--- src/rtl/igs_pkg.sv ---
`timescale 1ns/1ps
package igs_pkg;
   localparam int IGS_REG_W = 7;
   localparam int BUNDLE_N  = 3;

   typedef struct packed {
      logic                 stop;
      logic                 dvld;
      logic [IGS_REG_W-1:0] dst;
      logic [IGS_REG_W-1:0] src_a;
      logic [IGS_REG_W-1:0] src_b;
   } syl_t;

   localparam int SYL_W = $bits(syl_t);
endpackage

--- src/rtl/igs_stage.sv ---
`timescale 1ns/1ps
// Circular syllable store: one bundle in, a variable count out, window view of the head.
module igs_stage
   import igs_pkg::*;
#(
   parameter int DEPTH = 6,
   parameter int WIN   = 2,
   parameter int CNT_W = $clog2(DEPTH + 1)
) (
   input  logic             clk,
   input  logic             rst,
   input  logic             push,
   input  syl_t             push_syl [BUNDLE_N],
   input  logic [CNT_W-1:0] pop_n,
   output syl_t             win [WIN],
   output logic [CNT_W-1:0] cnt
);
   localparam int PTR_W = (DEPTH > 1) ? $clog2(DEPTH) : 1;

   syl_t             mem [DEPTH];
   logic [PTR_W-1:0] rd_q, wr_q;

   function automatic logic [PTR_W-1:0] wrap(input int p);
      return PTR_W'(p % DEPTH);
   endfunction

   always_ff @(posedge clk) begin
      if (push) begin
         for (int k = 0; k < BUNDLE_N; k++) begin
            mem[wrap(int'(wr_q) + k)] <= push_syl[k];
         end
      end
   end

   always_ff @(posedge clk) begin
      if (rst) begin
         rd_q <= '0;
         wr_q <= '0;
         cnt  <= '0;
      end else begin
         if (push) wr_q <= wrap(int'(wr_q) + BUNDLE_N);
         rd_q <= wrap(int'(rd_q) + int'(pop_n));
         cnt  <= cnt + (push ? CNT_W'(BUNDLE_N) : '0) - pop_n;
      end
   end

   always_comb begin
      for (int i = 0; i < WIN; i++) begin
         win[i] = mem[wrap(int'(rd_q) + i)];
      end
   end
endmodule

--- src/rtl/igs_pick.sv ---
`timescale 1ns/1ps
// Decides how many head syllables go out this cycle: up to the group stop, or a full window.
module igs_pick
   import igs_pkg::*;
#(
   parameter int WIN   = 2,
   parameter int CNT_W = 3
) (
   input  syl_t             win [WIN],
   input  logic [CNT_W-1:0] cnt,
   output logic [WIN-1:0]   vld,
   output logic [CNT_W-1:0] take,
   output logic             closes
);
   always_comb begin
      closes = 1'b0;
      take   = '0;
      for (int i = 0; i < WIN; i++) begin
         if (!closes && (cnt > CNT_W'(i)) && win[i].stop) begin
            closes = 1'b1;
            take   = CNT_W'(i + 1);
         end
      end
      if (!closes && (cnt >= CNT_W'(WIN))) take = CNT_W'(WIN);
      for (int i = 0; i < WIN; i++) begin
         vld[i] = (CNT_W'(i) < take);
      end
   end
endmodule

--- src/rtl/igs_hazard.sv ---
`timescale 1ns/1ps
// Tracks registers read and written by the open group; pulses on RAW or WAW when it closes.
module igs_hazard
   import igs_pkg::*;
#(
   parameter int WIN = 2
) (
   input  logic           clk,
   input  logic           rst,
   input  syl_t           slot [WIN],
   input  logic [WIN-1:0] vld,
   input  logic           closes,
   output logic           hz
);
   localparam int NREG = 1 << IGS_REG_W;

   logic [NREG-1:0] wr_m, rd_m, wr_n, rd_n;
   logic            acc_q, bad;

   always_comb begin
      bad  = 1'b0;
      wr_n = wr_m;
      rd_n = rd_m;
      for (int i = 0; i < WIN; i++) begin
         if (vld[i]) begin
            if (wr_m[slot[i].src_a] || wr_m[slot[i].src_b]) bad = 1'b1;
            if (slot[i].dvld && (rd_m[slot[i].dst] || wr_m[slot[i].dst])) bad = 1'b1;
            for (int j = 0; j < WIN; j++) begin
               if (vld[j] && (j != i)) begin
                  if (slot[j].dvld && ((slot[j].dst == slot[i].src_a) ||
                                       (slot[j].dst == slot[i].src_b))) bad = 1'b1;
                  if ((j > i) && slot[i].dvld && slot[j].dvld &&
                      (slot[i].dst == slot[j].dst)) bad = 1'b1;
               end
            end
            rd_n[slot[i].src_a] = 1'b1;
            rd_n[slot[i].src_b] = 1'b1;
            if (slot[i].dvld) wr_n[slot[i].dst] = 1'b1;
         end
      end
   end

   always_ff @(posedge clk) begin
      if (rst) begin
         wr_m  <= '0;
         rd_m  <= '0;
         acc_q <= 1'b0;
         hz    <= 1'b0;
      end else if (closes) begin
         wr_m  <= '0;
         rd_m  <= '0;
         acc_q <= 1'b0;
         hz    <= acc_q | bad;
      end else begin
         hz <= 1'b0;
         if (|vld) begin
            wr_m  <= wr_n;
            rd_m  <= rd_n;
            acc_q <= acc_q | bad;
         end
      end
   end
endmodule

--- src/rtl/igs_top.sv ---
`timescale 1ns/1ps
module igs_top
   import igs_pkg::*;
#(
   parameter int ISSUE_W   = 2,
   parameter int BUF_DEPTH = 6
) (
   input  logic                       clk,
   input  logic                       rst,
   input  logic                       bnd_vld_i,
   output logic                       bnd_rdy_o,
   input  logic [BUNDLE_N*SYL_W-1:0]  bnd_i,
   output logic [ISSUE_W-1:0]         iss_vld_o,
   output logic [ISSUE_W*SYL_W-1:0]   iss_syl_o,
   output logic                       hz_o
);
   localparam int CNT_W = $clog2(BUF_DEPTH + 1);

   generate
      if (ISSUE_W < 1 || BUF_DEPTH < BUNDLE_N || BUF_DEPTH < ISSUE_W + 2) begin : g_bad_cfg
         $error("igs_top: BUF_DEPTH must be at least max(3, ISSUE_W+2)");
      end
   endgenerate

   syl_t             syl_in [BUNDLE_N];
   syl_t             win    [ISSUE_W];
   logic [CNT_W-1:0] cnt, take;
   logic             closes, push;

   always_comb begin
      for (int k = 0; k < BUNDLE_N; k++) begin
         syl_in[k] = syl_t'(bnd_i[k*SYL_W +: SYL_W]);
      end
   end

   assign bnd_rdy_o = (cnt <= CNT_W'(BUF_DEPTH - BUNDLE_N));
   assign push      = bnd_vld_i & bnd_rdy_o;

   igs_stage #(.DEPTH(BUF_DEPTH), .WIN(ISSUE_W), .CNT_W(CNT_W)) u_stage (
      .clk(clk), .rst(rst), .push(push), .push_syl(syl_in),
      .pop_n(take), .win(win), .cnt(cnt)
   );

   igs_pick #(.WIN(ISSUE_W), .CNT_W(CNT_W)) u_pick (
      .win(win), .cnt(cnt), .vld(iss_vld_o), .take(take), .closes(closes)
   );

   igs_hazard #(.WIN(ISSUE_W)) u_hazard (
      .clk(clk), .rst(rst), .slot(win), .vld(iss_vld_o),
      .closes(closes), .hz(hz_o)
   );

   generate
      for (genvar i = 0; i < ISSUE_W; i++) begin : g_slot
         assign iss_syl_o[i*SYL_W +: SYL_W] = iss_vld_o[i] ? win[i] : '0;
      end
   endgenerate
endmodule

--- config.mk ---
export PLATFORM = sky130hd
export DESIGN_NAME = igs_top
export DESIGN_NICKNAME = d
export VERILOG_FILES = /design/src/rtl/igs_pkg.sv /design/src/rtl/igs_stage.sv /design/src/rtl/igs_pick.sv /design/src/rtl/igs_hazard.sv /design/src/rtl/igs_top.sv
export SDC_FILE = /design/constraint.sdc
export NUM_CORES = 2
export LEC_CHECK = 0
export BUFFER_PORTS_ARGS = -buffer_cell sky130_fd_sc_hd__buf_2
export CORE_UTILIZATION = 25
export CTS_CLUSTER_DIAMETER = 150
export DETAILED_ROUTE_END_ITERATION = 7
export SLEW_MARGIN = 20
export SYNTH_ARGS = -nofsm -noshare
export SYNTH_HDL_FRONTEND = slang
export SYNTH_SLANG_ARGS = --single-unit
--- constraint.sdc ---
create_clock -name clk -period 7.1 [get_ports clk]
set_input_delay 1.42 -clock clk [delete_from_list [all_inputs] [get_ports clk]]
set_output_delay 1.42 -clock clk [all_outputs]
set_load 0.05 [all_outputs]
==> flow_summary.yaml <==
finish:
  final_nets: 4518
  area_growth_syn_to_layout_pct: 14.0
  finalNonFillerCells: 6236
  layout.cell_area.non_filler_sq_um: 38600
  multi_input_comb_area_sq_um: 22700
  final_util_pct: 28.8
  register_area_sq_um: 9500
  fill_cells: 14400
  final_layout_size_suffix_gt1_share_pct: 13.8
yosys:
  post_synth_mux_area_share_pct: 14.2
  ys_top_cells_by_area: "sky130_fd_sc_hd__dfxtp_1, sky130_fd_sc_hd__edfxtp_1, sky130_fd_sc_hd__mux2i_1"
  ys_seq_area_share_pct: 28.0
  synth_area_per_cell_sq_um: 7.61
  netlist.area_leader.share_pct: 15.8
  synth_seq_cells: 405
  main_synth_ff_type: "sky130_fd_sc_hd__dfxtp_1"
  yosys.area_share.xor_xnor_pct: 1.09
  synth.top_cells.by_count: "sky130_fd_sc_hd__nand2_1, sky130_fd_sc_hd__nor2_1, sky130_fd_sc_hd__o22ai_1"
  synth.most_common_cell: "sky130_fd_sc_hd__nand2_1"
  synth_top_family_by_area: "compound AO/OA/AOI/OAI gates"
  synth_adder_area_share_pct: 0.954
  yosysUniqueCellTypes: 96
  syn-instance-count: 4448
  synth-edff-count: 138
  syn_nets: 4544
  post_synthesis_compound_gate_area_fraction_pct: 30.7
  synthesis.area_sq_um: 33800
  async_flop_share_pct: 0
  synth_warnings: 0
  synth_top_area_cell: "sky130_fd_sc_hd__dfxtp_1"
  synth_simple_gate_area_share_pct: 19.4
power_and_ir_drop:
  power.density_cell_area_nw_per_um2: 630
  p_leak_nw: 12.8
  irDropWorstVdd_mv: 0.350
  post-layout-total-power_mw: 24.3
floorplanning:
  rows: 134
  die_boundary_height_um: 370
  initial_core_util_pct: 25.3
  design.die.area_sq_um: 137000
  chipWidth_um: 370
  std_cell_core_area_sq_um: 134000
  ioPinCount: 122
global_route:
  grt_start_max_net_pins: 124
  grt_overflow: 0
  grt_use_met1_pct: 40.9
  busiest_layer: "met2"
  grt_util_met2_pct: 44.8
  first_pass_grt_wire_length_mm: 307
  global_route.usage.met3_pct: 10.3
  grtUsageTotal_pct: 31.5
  grt_pass1_vias: 37300
  grt_antenna_before_repair: 13
flow_run:
  maxCapViolations: 0
worst_hold_path:
  hp-start: "u_hazard.rd_m[0]"
  min_delay_worst_endpoint: "u_hazard.rd_m[0]"
  min-delay-path-class: "register to register"
  whs_path_depth: 2
placed_design:
  gp_routability_congestion: 1.08
  dpl.cell_count: 6136
  detailed_place_hpwl_mm: 161
  numPortBuffers: 121
  dpl_cell_area_sq_um: 36900
  preCtsSetupSlack_ps: 636
clock_network:
  cts.repair.resized: 0
  cts_post_setup_buffers_inserted: 0
  ctsLongestPathBuffers: 3
  cts_hold_repair.buffers: 0
  cts_sinks: 405
  worst_skew_pair.late_latency_ps: 660
  cts_tree: "built"
  clock_root_buffer: "sky130_fd_sc_hd__clkbuf_16"
  clock_slew_at_reported_path_ffs_ps: 60
  cts-htree-levels: 2
  tritoncts.num_buffers: 51
worst_setup_path:
  critical_path_peak_fanout: 65
  critical_path.endpoint_type: "register"
  setup.worst_path.start_class: "register"
  rrSetupSlack_ps: 520
  critPathKind: "register to register"
  reg2reg_to: "u_hazard.acc_q"
  worst_ep_arrival_time_ps: 7080
  r2r-start: "u_stage.rd_q[0]"
  worst-endpoint-required_ps: 7590
  timing.reg2reg.worst_path_depth: 15
timing:
  finClkSkew_ps: 19.7
  fraction_of_the_cycle_the_final_worst_path_needs_pct: 92.7
  timing.final.hold_violations: 0
  slew_viol_final: 0
  finalWorstPathRequiredPeriod_ps: 6580
  final.hold.worst_slack_ps: 476
  timing.slew.headroom_pct: 17.5
  final.setup.worst_slack_ps: 518
  unrepaired_setup_endpoints_after_global_routing: "false"
  max_freq_ghz: 0.152
  finalSetupViolCount: 0
  totalNegativeSetupSlack_ps: 0
  worst_pin_slew_ps: 1230
detailed_routing:
  route.detailed.drc: 0
  post_drt_wl_per_cell_um: 36.0
  first_pass_iteration_count_of_the_detailed_router: 7
  routed-via-count: 40900
  initialDrtViolationCount: 6630
  route.antenna.remaining_nets: 0
  route.final.wire_length_mm: 225
  via_per_inst: 6.56
status:
  status: "finished clean"
## report_power, final
part,switching [mW],total (mW),internal [mW]
logic,14.0,18.5,4.52
registers,0.365,3.12,2.76
clock network,1.17,2.69,1.52
## cell usage in the layout (no fill, tap or decap), types with 48 or more instances in the layout
cell and count:
sky130_fd_sc_hd__nor2_1 525, sky130_fd_sc_hd__nand2_1 612, sky130_fd_sc_hd__clkbuf_16 51, sky130_fd_sc_hd__buf_2 120
sky130_fd_sc_hd__buf_4 210, sky130_fd_sc_hd__nor3_1 52, sky130_fd_sc_hd__o22ai_1 392, sky130_fd_sc_hd__o221ai_1 48
sky130_fd_sc_hd__a221oi_1 154, sky130_fd_sc_hd__dfxtp_1 264, sky130_fd_sc_hd__a22oi_1 58, sky130_fd_sc_hd__mux2i_1 350
sky130_fd_sc_hd__nand3_1 99, sky130_fd_sc_hd__a31oi_1 67, sky130_fd_sc_hd__o21ai_0 171, sky130_fd_sc_hd__edfxtp_1 138
sky130_fd_sc_hd__mux2_2 87, sky130_fd_sc_hd__a21oi_1 323
## cell families after synthesis
group	Yosys count
muxes	451
xor gates and xnor gates	42
adders and majority gates	24
buffers and inverters	453
AOI/OAI and AO/OA	1547
DFF	405
and+or+nand+nor	1526
## registers in the layout, indices dropped and copies added (netlist names)
name            count
u_stage.mem       138
u_hazard.rd_m     128
u_hazard.wr_m     128
u_stage.cnt         3
u_stage.rd_q        3
u_stage.wr_q        3
u_hazard.acc_q      1
u_hazard.hz         1
## critical path, stage by stage (launching register included)
cell and delay [ps]:
sky130_fd_sc_hd__dfxtp_4 490, sky130_fd_sc_hd__buf_4 570, sky130_fd_sc_hd__buf_4 700, sky130_fd_sc_hd__nand2b_1 490, sky130_fd_sc_hd__o32a_1 370, sky130_fd_sc_hd__and2_4 670, sky130_fd_sc_hd__buf_12 420, sky130_fd_sc_hd__mux2_2 390
sky130_fd_sc_hd__o2bb2ai_1 160, sky130_fd_sc_hd__a2111oi_0 540, sky130_fd_sc_hd__and4_1 300, sky130_fd_sc_hd__a211oi_1 120, sky130_fd_sc_hd__o32ai_1 270, sky130_fd_sc_hd__o221ai_1 260, sky130_fd_sc_hd__a2111oi_2 470, sky130_fd_sc_hd__nor3_1 70
## worst max-delay path by stage
stage / from / depth (start not counted) / slack, ps / end
floorplan: u_stage.rd_q[0] / 19 / 1370 / iss_syl_o[37]
global placement: u_stage.rd_q[0] / 15 / 750 / u_hazard.acc_q
detailed placement: u_stage.rd_q[0] / 15 / 640 / u_hazard.acc_q
CTS: u_stage.rd_q[1] / 13 / 610 / iss_syl_o[38]
global route: u_stage.rd_q[0] / 15 / 280 / u_hazard.hz
finish: u_stage.rd_q[0] / 15 / 520 / u_hazard.acc_q
## metal layers
metal | vias up | wire length (um)
li1 | 16900 | -
met1 | 19700 | 88000
met2 | 3431 | 90500
met3 | 817 | 29700
met4 | 12 | 16300
met5 | - | 86
## area by class of cell
| class | count | area share, % |
|---|---|---|
| clock inverters | 29 | 0.730 |
| repair buffers | 338 | 6.08 |
| flip-flops and latches | 405 | 24.6 |
| well taps | 1768 | 5.73 |
| clock buffers | 63 | 3.56 |
| diodes | 7 | 0.0454 |
| multi-input cells | 3590 | 58.9 |
| inverters | 36 | 0.370 |
No activity file was read; power rests on OpenSTA's default activity.
